## src/rtl/cc_pkg.sv

```systemverilog
package cc_pkg;
  typedef enum logic [1:0] {
    K_PASS   = 2'd0,
    K_INTERP = 2'd1,
    K_HOLD   = 2'd2
  } conceal_kind_e;
endpackage

```

## src/rtl/cc_chan_hist.sv

```systemverilog
module cc_chan_hist #(
  parameter int DATA_W = 16
) (
  input  logic              clk,
  input  logic              rst_n,
  input  logic              wr_en,
  input  logic [DATA_W-1:0] wr_data,
  input  logic              wr_bad,
  output logic              pend_vld,
  output logic [DATA_W-1:0] pend_data,
  output logic              pend_bad,
  output logic              prev_ok,
  output logic [DATA_W-1:0] hold_data
);
  logic              pend_vld_q, pend_vld_d;
  logic [DATA_W-1:0] pend_data_q, pend_data_d;
  logic              pend_bad_q, pend_bad_d;
  logic              prev_ok_q, prev_ok_d;
  logic [DATA_W-1:0] hold_q, hold_d;

  always_comb begin
    pend_vld_d  = pend_vld_q;
    pend_data_d = pend_data_q;
    pend_bad_d  = pend_bad_q;
    prev_ok_d   = prev_ok_q;
    hold_d      = hold_q;
    if (wr_en) begin
      if (pend_vld_q) begin
        prev_ok_d = ~pend_bad_q;
        if (!pend_bad_q) hold_d = pend_data_q;
      end
      pend_vld_d  = 1'b1;
      pend_data_d = wr_data;
      pend_bad_d  = wr_bad;
    end
  end

  always_ff @(posedge clk or negedge rst_n) begin
    if (!rst_n) begin
      pend_vld_q  <= 1'b0;
      pend_data_q <= '0;
      pend_bad_q  <= 1'b0;
      prev_ok_q   <= 1'b0;
      hold_q      <= '0;
    end else if (wr_en) begin
      pend_vld_q  <= pend_vld_d;
      pend_data_q <= pend_data_d;
      pend_bad_q  <= pend_bad_d;
      prev_ok_q   <= prev_ok_d;
      hold_q      <= hold_d;
    end
  end

  assign pend_vld  = pend_vld_q;
  assign pend_data = pend_data_q;
  assign pend_bad  = pend_bad_q;
  assign prev_ok   = prev_ok_q;
  assign hold_data = hold_q;

  // once a channel holds a sample it always holds one
  a_r2_pend_sticky: assert property (@(posedge clk) disable iff (!rst_n)
    pend_vld_q |=> pend_vld_q);
  // history of this channel only moves on its own writes
  a_r9_hist_private: assert property (@(posedge clk) disable iff (!rst_n)
    !wr_en |=> $stable(hold_q) && $stable(prev_ok_q) && $stable(pend_data_q));
endmodule

```

## src/rtl/cc_gain.sv

```systemverilog
module cc_gain
  import cc_pkg::*;
#(
  parameter int GAIN_LOG    = 5,
  parameter int RECOVER_CNT = 4,
  localparam int GW         = GAIN_LOG + 1
) (
  input  logic          clk,
  input  logic          rst_n,
  input  logic          ev_valid,
  input  conceal_kind_e ev_kind,
  output logic [GW-1:0] gain,
  output logic          muting
);
  localparam int CNT_W = $clog2(RECOVER_CNT + 1);
  localparam logic [GW-1:0]    GAIN_FULL = GW'(1) << GAIN_LOG;
  localparam logic [CNT_W-1:0] CNT_MAX   = CNT_W'(RECOVER_CNT);

  logic [GW-1:0]    gain_q, gain_d;
  logic             mute_q, mute_d;
  logic [CNT_W-1:0] cnt_q, cnt_d;

  always_comb begin
    mute_d = mute_q;
    cnt_d  = cnt_q;
    gain_d = gain_q;
    if (ev_valid) begin
      unique case (ev_kind)
        K_HOLD: begin
          mute_d = 1'b1;
          cnt_d  = '0;
        end
        K_INTERP: cnt_d = '0;
        default: begin
          if (cnt_q != CNT_MAX) cnt_d = cnt_q + 1'b1;
          if (cnt_q >= CNT_MAX - 1'b1) mute_d = 1'b0;
        end
      endcase
      if (mute_d) begin
        if (gain_q != '0) gain_d = gain_q - 1'b1;
      end else begin
        if (gain_q != GAIN_FULL) gain_d = gain_q + 1'b1;
      end
    end
  end

  always_ff @(posedge clk or negedge rst_n) begin
    if (!rst_n) begin
      gain_q <= GAIN_FULL;
      mute_q <= 1'b0;
      cnt_q  <= '0;
    end else if (ev_valid) begin
      gain_q <= gain_d;
      mute_q <= mute_d;
      cnt_q  <= cnt_d;
    end
  end

  assign gain   = gain_q;
  assign muting = mute_q;

  a_r6_gain_bound: assert property (@(posedge clk) disable iff (!rst_n)
    gain_q <= GAIN_FULL);
  a_r6_gain_idle: assert property (@(posedge clk) disable iff (!rst_n)
    !ev_valid |=> $stable(gain_q) && $stable(mute_q));
  a_r5_hold_mutes: assert property (@(posedge clk) disable iff (!rst_n)
    (ev_valid && ev_kind == K_HOLD) |=> mute_q);
  a_r8_interp_keeps_mute: assert property (@(posedge clk) disable iff (!rst_n)
    (ev_valid && ev_kind == K_INTERP) |=> mute_q == $past(mute_q));
  a_r6_ramp_down: assert property (@(posedge clk) disable iff (!rst_n)
    (ev_valid && ev_kind == K_HOLD && gain_q != '0) |=> gain_q == $past(gain_q) - 1'b1);
endmodule

```

## src/rtl/cc_scale.sv

```systemverilog
module cc_scale #(
  parameter int DATA_W   = 16,
  parameter int GAIN_LOG = 5,
  localparam int GW      = GAIN_LOG + 1
) (
  input  logic [DATA_W-1:0] base,
  input  logic [GW-1:0]     gain,
  output logic [DATA_W-1:0] scaled
);
  localparam int PW = DATA_W + GAIN_LOG + 2;

  logic signed [PW-1:0] base_x, gain_x, prod, shifted;

  always_comb begin
    base_x  = $signed({{(GAIN_LOG + 2){base[DATA_W-1]}}, base});
    gain_x  = $signed({{(DATA_W + 1){1'b0}}, gain});
    prod    = base_x * gain_x;
    shifted = prod >>> GAIN_LOG;
    scaled  = shifted[DATA_W-1:0];
  end
endmodule

```

## src/rtl/cc_conceal.sv

```systemverilog
module cc_conceal
  import cc_pkg::*;
#(
  parameter int DATA_W      = 16,
  parameter int NUM_CH      = 2,
  parameter int GAIN_LOG    = 5,
  parameter int RECOVER_CNT = 4,
  localparam int CH_W       = (NUM_CH > 1) ? $clog2(NUM_CH) : 1
) (
  input  logic              clk,
  input  logic              rst_n,
  input  logic              in_valid,
  output logic              in_ready,
  input  logic [CH_W-1:0]   in_chan,
  input  logic              in_bad,
  input  logic [DATA_W-1:0] in_data,
  output logic              out_valid,
  output logic [CH_W-1:0]   out_chan,
  output logic [DATA_W-1:0] out_data,
  output logic              mute_active
);
  localparam int GW = GAIN_LOG + 1;
  localparam logic [GW-1:0] GAIN_FULL = GW'(1) << GAIN_LOG;

  // reset: asserted at once, released on the second edge
  logic [1:0] rst_s_q;
  logic       rst_i_n;
  always_ff @(posedge clk or negedge rst_n) begin
    if (!rst_n) rst_s_q <= '0;
    else        rst_s_q <= {rst_s_q[0], 1'b1};
  end
  assign rst_i_n  = rst_s_q[1];
  assign in_ready = rst_i_n;

  logic accept;
  assign accept = in_valid & rst_i_n;

  // per-channel neighbour history
  logic [NUM_CH-1:0] wr_en_a, pend_vld_a, pend_bad_a, prev_ok_a;
  logic [DATA_W-1:0] pend_data_a [NUM_CH];
  logic [DATA_W-1:0] hold_a      [NUM_CH];

  for (genvar ch = 0; ch < NUM_CH; ch++) begin : g_ch
    assign wr_en_a[ch] = accept && (in_chan == CH_W'(ch));
    cc_chan_hist #(.DATA_W(DATA_W)) i_hist (
      .clk      (clk),
      .rst_n    (rst_i_n),
      .wr_en    (wr_en_a[ch]),
      .wr_data  (in_data),
      .wr_bad   (in_bad),
      .pend_vld (pend_vld_a[ch]),
      .pend_data(pend_data_a[ch]),
      .pend_bad (pend_bad_a[ch]),
      .prev_ok  (prev_ok_a[ch]),
      .hold_data(hold_a[ch])
    );
  end

  // selection and classification
  logic              pend_vld_s, pend_bad_s, prev_ok_s, emit;
  logic [DATA_W-1:0] pend_data_s, hold_s, base;
  logic [DATA_W:0]   pair_sum;
  conceal_kind_e     kind;

  always_comb begin
    pend_vld_s  = pend_vld_a[in_chan];
    pend_bad_s  = pend_bad_a[in_chan];
    prev_ok_s   = prev_ok_a[in_chan];
    pend_data_s = pend_data_a[in_chan];
    hold_s      = hold_a[in_chan];
    emit        = accept & pend_vld_s;
    pair_sum    = {hold_s[DATA_W-1], hold_s} + {in_data[DATA_W-1], in_data};
    if (!pend_bad_s) begin
      kind = K_PASS;
      base = pend_data_s;
    end else if (prev_ok_s && !in_bad) begin
      kind = K_INTERP;
      base = pair_sum[DATA_W:1];
    end else begin
      kind = K_HOLD;
      base = hold_s;
    end
  end

  logic [GW-1:0]     gain;
  logic              muting;
  logic [DATA_W-1:0] scaled;

  cc_gain #(.GAIN_LOG(GAIN_LOG), .RECOVER_CNT(RECOVER_CNT)) i_gain (
    .clk     (clk),
    .rst_n   (rst_i_n),
    .ev_valid(emit),
    .ev_kind (kind),
    .gain    (gain),
    .muting  (muting)
  );

  cc_scale #(.DATA_W(DATA_W), .GAIN_LOG(GAIN_LOG)) i_scale (
    .base  (base),
    .gain  (gain),
    .scaled(scaled)
  );

  // output register
  logic              out_valid_q, out_valid_d;
  logic [CH_W-1:0]   out_chan_q, out_chan_d;
  logic [DATA_W-1:0] out_data_q, out_data_d;

  always_comb begin
    out_valid_d = emit;
    out_chan_d  = out_chan_q;
    out_data_d  = out_data_q;
    if (emit) begin
      out_chan_d = in_chan;
      out_data_d = scaled;
    end
  end

  always_ff @(posedge clk or negedge rst_i_n) begin
    if (!rst_i_n) begin
      out_valid_q <= 1'b0;
      out_chan_q  <= '0;
      out_data_q  <= '0;
    end else begin
      out_valid_q <= out_valid_d;
      out_chan_q  <= out_chan_d;
      out_data_q  <= out_data_d;
    end
  end

  assign out_valid   = out_valid_q;
  assign out_chan    = out_chan_q;
  assign out_data    = out_data_q;
  assign mute_active = muting;

  a_r2_emit_next: assert property (@(posedge clk) disable iff (!rst_i_n)
    (accept && pend_vld_s) |=> out_valid && out_chan == $past(in_chan));
  a_r2_quiet: assert property (@(posedge clk) disable iff (!rst_i_n)
    !(accept && pend_vld_s) |=> !out_valid);
  a_r3_pass_full: assert property (@(posedge clk) disable iff (!rst_i_n)
    (accept && pend_vld_s && !pend_bad_s && gain == GAIN_FULL) |=> out_data == $past(pend_data_s));
  a_r1_ready_reset: assert property (@(posedge clk)
    !rst_n |-> !in_ready && !mute_active);
endmodule

```

## config.mk

```make
export PLATFORM = sky130hd
export DESIGN_NAME = cc_conceal
export DESIGN_NICKNAME = d
export VERILOG_FILES = /design/src/rtl/cc_pkg.sv /design/src/rtl/cc_chan_hist.sv /design/src/rtl/cc_gain.sv /design/src/rtl/cc_scale.sv /design/src/rtl/cc_conceal.sv
export SDC_FILE = /design/constraint.sdc
export NUM_CORES = 1
export LEC_CHECK = 0
export ABC_AREA = 0
export BUFFER_PORTS_ARGS = -buffer_cell sky130_fd_sc_hd__buf_4
export CAP_MARGIN = 40
export CORE_ASPECT_RATIO = 0.8
export CORE_UTILIZATION = 54
export CTS_BUF_LIST = sky130_fd_sc_hd__clkbuf_2 sky130_fd_sc_hd__clkbuf_4 sky130_fd_sc_hd__clkbuf_8
export DETAILED_ROUTE_END_ITERATION = 12
export PLACE_DENSITY_LB_ADDON = 0.3
export SYNTH_ARGS = -nofsm -noshare
export SYNTH_HDL_FRONTEND = slang
export SYNTH_SLANG_ARGS = --single-unit
```

## constraint.sdc

```tcl
create_clock -name clk -period 3.8 [get_ports clk]
set_input_delay 0.38 -clock clk [delete_from_list [all_inputs] [get_ports clk]]
set_output_delay 0.38 -clock clk [all_outputs]
set_load 0.005 [all_outputs]
```

==> impl_metrics.env <==
export IMPL_max_clock_path_buffers=2
export IMPL_largest_stage_delay_on_the_critical_path_ps=500
export IMPL_hold_depth=3
export IMPL_tritoncts_clock_tree="built"
export IMPL_cts_max_level=3
export IMPL_worst_r2r_setup_slack_ps=-2880
export IMPL_grt_remaining_overflow=0
export IMPL_hold_crit_start="in_data[5]"
export IMPL_crit_top_cell="sky130_fd_sc_hd__fa_1"
export IMPL_ant_nets=0
export IMPL_viasPerCell=5.45
export IMPL_seqCellArea_um2=2510
export IMPL_critPathArrivalTime_ps=6990
export IMPL_rsz0062_at_grt="yes"
export IMPL_cap_violations=0
export IMPL_worst_slack_ps=-2880
export IMPL_synth_flop_cell="sky130_fd_sc_hd__dfrtp_1"
export IMPL_worst_slew_pin_transition_ps=721
export IMPL_diodes=0
export IMPL_class_of_the_tightest_hold_or_removal_check="in -> reg"
export IMPL_die_height_um=114
export IMPL_most_common_layout_cells="246 x sky130_fd_sc_hd__buf_4, 98 x sky130_fd_sc_hd__dfrtp_1, 90 x sky130_fd_sc_hd__inv_1, 90 x sky130_fd_sc_hd__nand2_1, 59 x sky130_fd_sc_hd__fa_1"
export IMPL_port_buffers=40
export IMPL_failed_checks="setup timing"
export IMPL_final_core_utilization_pct=75.5
export IMPL_grt_util_all_layers_pct=28.7
export IMPL_synth_net_count=1005
export IMPL_run_status="finished, violations left"
export IMPL_clock_tree_root_cell="sky130_fd_sc_hd__clkbuf_8"
export IMPL_nFillCells=1078
export IMPL_synth_cell_area_um2=8400
export IMPL_skew_ps=5.76
export IMPL_drt_initial_drc_count=351
export IMPL_final_hold_violation_count=0
export IMPL_chipWidth_um=141
export IMPL_cp_top_family="adder cells"
export IMPL_critical_path_startpoint_type="flop"
export IMPL_synth_enable_flop_cells=0
export IMPL_slew_viol_final=0
export IMPL_drc=0
export IMPL_crit_buf_inv=5
export IMPL_worst_r2r_endpoint="out_data[15]"
export IMPL_drt_total_wl_mm=21.9
export IMPL_clock_sink_count=100
export IMPL_first_pass_grt_wire_length_mm=36.1
export IMPL_cts_buffers=9
export IMPL_gp_congestion=0.897
export IMPL_firstDrtPassIters=5
export IMPL_synthToLayoutAreaGrowth_pct=35.9
export IMPL_worst_setup_timing_slack_at_the_placement_stage_ps=-3230
export IMPL_report_final_setup_viol=16
export IMPL_ys_warnings_count=0
export IMPL_crit_slowest_cell="sky130_fd_sc_hd__fa_1"
export IMPL_final_layout_size_suffix_gt1_share_pct=40.8
export IMPL_period_share_pct=176
export IMPL_std_cell_rows=40
export IMPL_start_util_pct=55.6
export IMPL_worstSkewPairLatency_ps=390
export IMPL_synth_seq_cells=100
export IMPL_number_of_global_route_vias_before_repair=7577
export IMPL_worst_ep_required_time_ps=4110
export IMPL_core_region_area_um2=15100
export IMPL_mostFrequentLayoutCell="sky130_fd_sc_hd__buf_4"
export IMPL_fin_crit_ps=6680
export IMPL_worst_path_max_fanout=4
export IMPL_synth_seq_area_share_pct=29.8
export IMPL_multi_input_area_um2=5960
export IMPL_synthesis_area_per_instance_um2=9.77
export IMPL_dpl_hpwl_mm=15.8
export IMPL_die_area_um2=16100
export IMPL_path_class="reg -> reg"
export IMPL_worst_slew_margin_rel_pct=51.9
export IMPL_yosysUniqueCellTypes=67
export IMPL_grt_antenna_before_repair=0
export IMPL_clock_fmax_ghz=0.150
export IMPL_layout_nets=1254
export IMPL_critical_path_endpoint_type="flop"
export IMPL_clkSlewWorstSetupHoldPaths_ps=100
export IMPL_worst_r2r_cell_count=27
export IMPL_dr_total_vias=7217
export IMPL_timing_hold_worst_endpoint="g_ch[0].i_hist.pend_data[5]"
export IMPL_timing_rr_start="g_ch[0].i_hist.hold_data[6]"
export IMPL_synth_async_sr_flop_share_pct=100
export IMPL_maximum_number_of_pins_on_one_net_before_global_route_repair=51
export IMPL_worstSetupPathDepth=27
export IMPL_drt_wirelength_per_cell_um=16.6
export IMPL_netlist_instances=860
export IMPL_pin_count=41
[worst min-delay path: cells and delay by family]
family                 cells  cell delay [ps]
and+or+nand+nor            2               80
buffers and inverters      1              100
[cells by family (layout without fill, tap and decap cells)]
family	after synthesis	count (layout)	synth area share [%]
simple gates	252	252	15.5
compound gates	143	143	11.6
buf+inv	136	390	6.23
fa+ha+maj	124	124	24.1
flops	100	100	29.8
mux	71	71	9.30
xor+xnor	33	33	3.44
other cells	1	1	0.0446
[through the flow]
step,cell area (um2),instances,setup TNS (ps),hold slack (ps)
2_1_floorplan,8570,860,-36880,84.4
3_3_place_gp,10500,1273,-40810,163
4_1_cts,11100,1314,-36750,188
3_5_place_dp,10500,1274,-43370,165
6_report,11400,1324,-38160,202
5_1_grt,11400,1324,-42130,212
[what timing repair did]
item | in CTS | in global routing
endpoints found under the hold margin | 2 | 0
pin swaps | 92 | 72
hold buffers | 1 | 0
resized for setup | 75 | 43
setup buffers | 24 | 12
setup endpoints to repair | 16 | 16
gates cloned | 0 | 0
[area by class of cell]
| class | count | area share (%) |
|---|---|---|
| clock buffer | 12 | 1.39 |
| tap | 210 | 2.30 |
| sequential | 100 | 22.0 |
| inverter | 108 | 3.55 |
| clock inverter | 4 | 0.274 |
| multi-input combinational | 624 | 52.2 |
| timing repair buffer | 266 | 18.3 |
[flip-flops by register name (all words and copies together), names as in the netlist]
| name | flops |
|---|---|
| g_ch.i_hist.hold_data | 32 |
| g_ch.i_hist.pend_data | 32 |
| out_data | 16 |
| i_gain.gain | 6 |
| i_gain.cnt_q | 3 |
| g_ch.i_hist.pend_bad | 2 |
| g_ch.i_hist.pend_vld | 2 |
| g_ch.i_hist.prev_ok | 2 |
| rst_s_q | 2 |
| i_gain.muting | 1 |
| out_chan | 1 |
| out_valid | 1 |
[cell usage after synthesis, drive strengths merged (14+ instances only)]
library cell | number | share of area [%]
fa | 63 | 15
o22ai | 16 | 1.3
inv | 107 | 4.8
xnor2 | 19 | 2.0
clkbuf | 20 | 0.89
and2 | 62 | 4.6
o21ai | 25 | 1.5
ha | 61 | 9.1
a21oi | 38 | 2.3
xor2 | 14 | 1.5
dfrtp | 99 | 29
mux2i | 18 | 2.1
mux2 | 53 | 7.2
nor2 | 29 | 1.3
nand2 | 92 | 4.1
[per-layer routing]
layer | GRT usage [%] | part of all wire [%] | wire [um] | vias to the layer above
li1 | - | - | - | 3384
met1 | 37.9 | 44 | 9690 | 3640
met2 | 49.3 | 50 | 11000 | 155
met3 | 3.99 | 3.6 | 798 | 38
met4 | 9.03 | 1.9 | 426 | 0
met5 | 0 | 0 | 0 | -
[worst max path at each step]
stage	start	endpoint
floorplan	in_chan	out_data[15]
global placement	in_chan	out_data[15]
detailed placement	in_chan	out_data[15]
CTS	g_ch[1].i_hist.hold_data[1]	out_data[15]
global route	g_ch[0].i_hist.hold_data[6]	out_data[15]
finish	g_ch[0].i_hist.hold_data[6]	out_data[15]
Power is not shown: default switching activity piles up to over one toggle a cycle in this logic, so the estimate is an artifact.
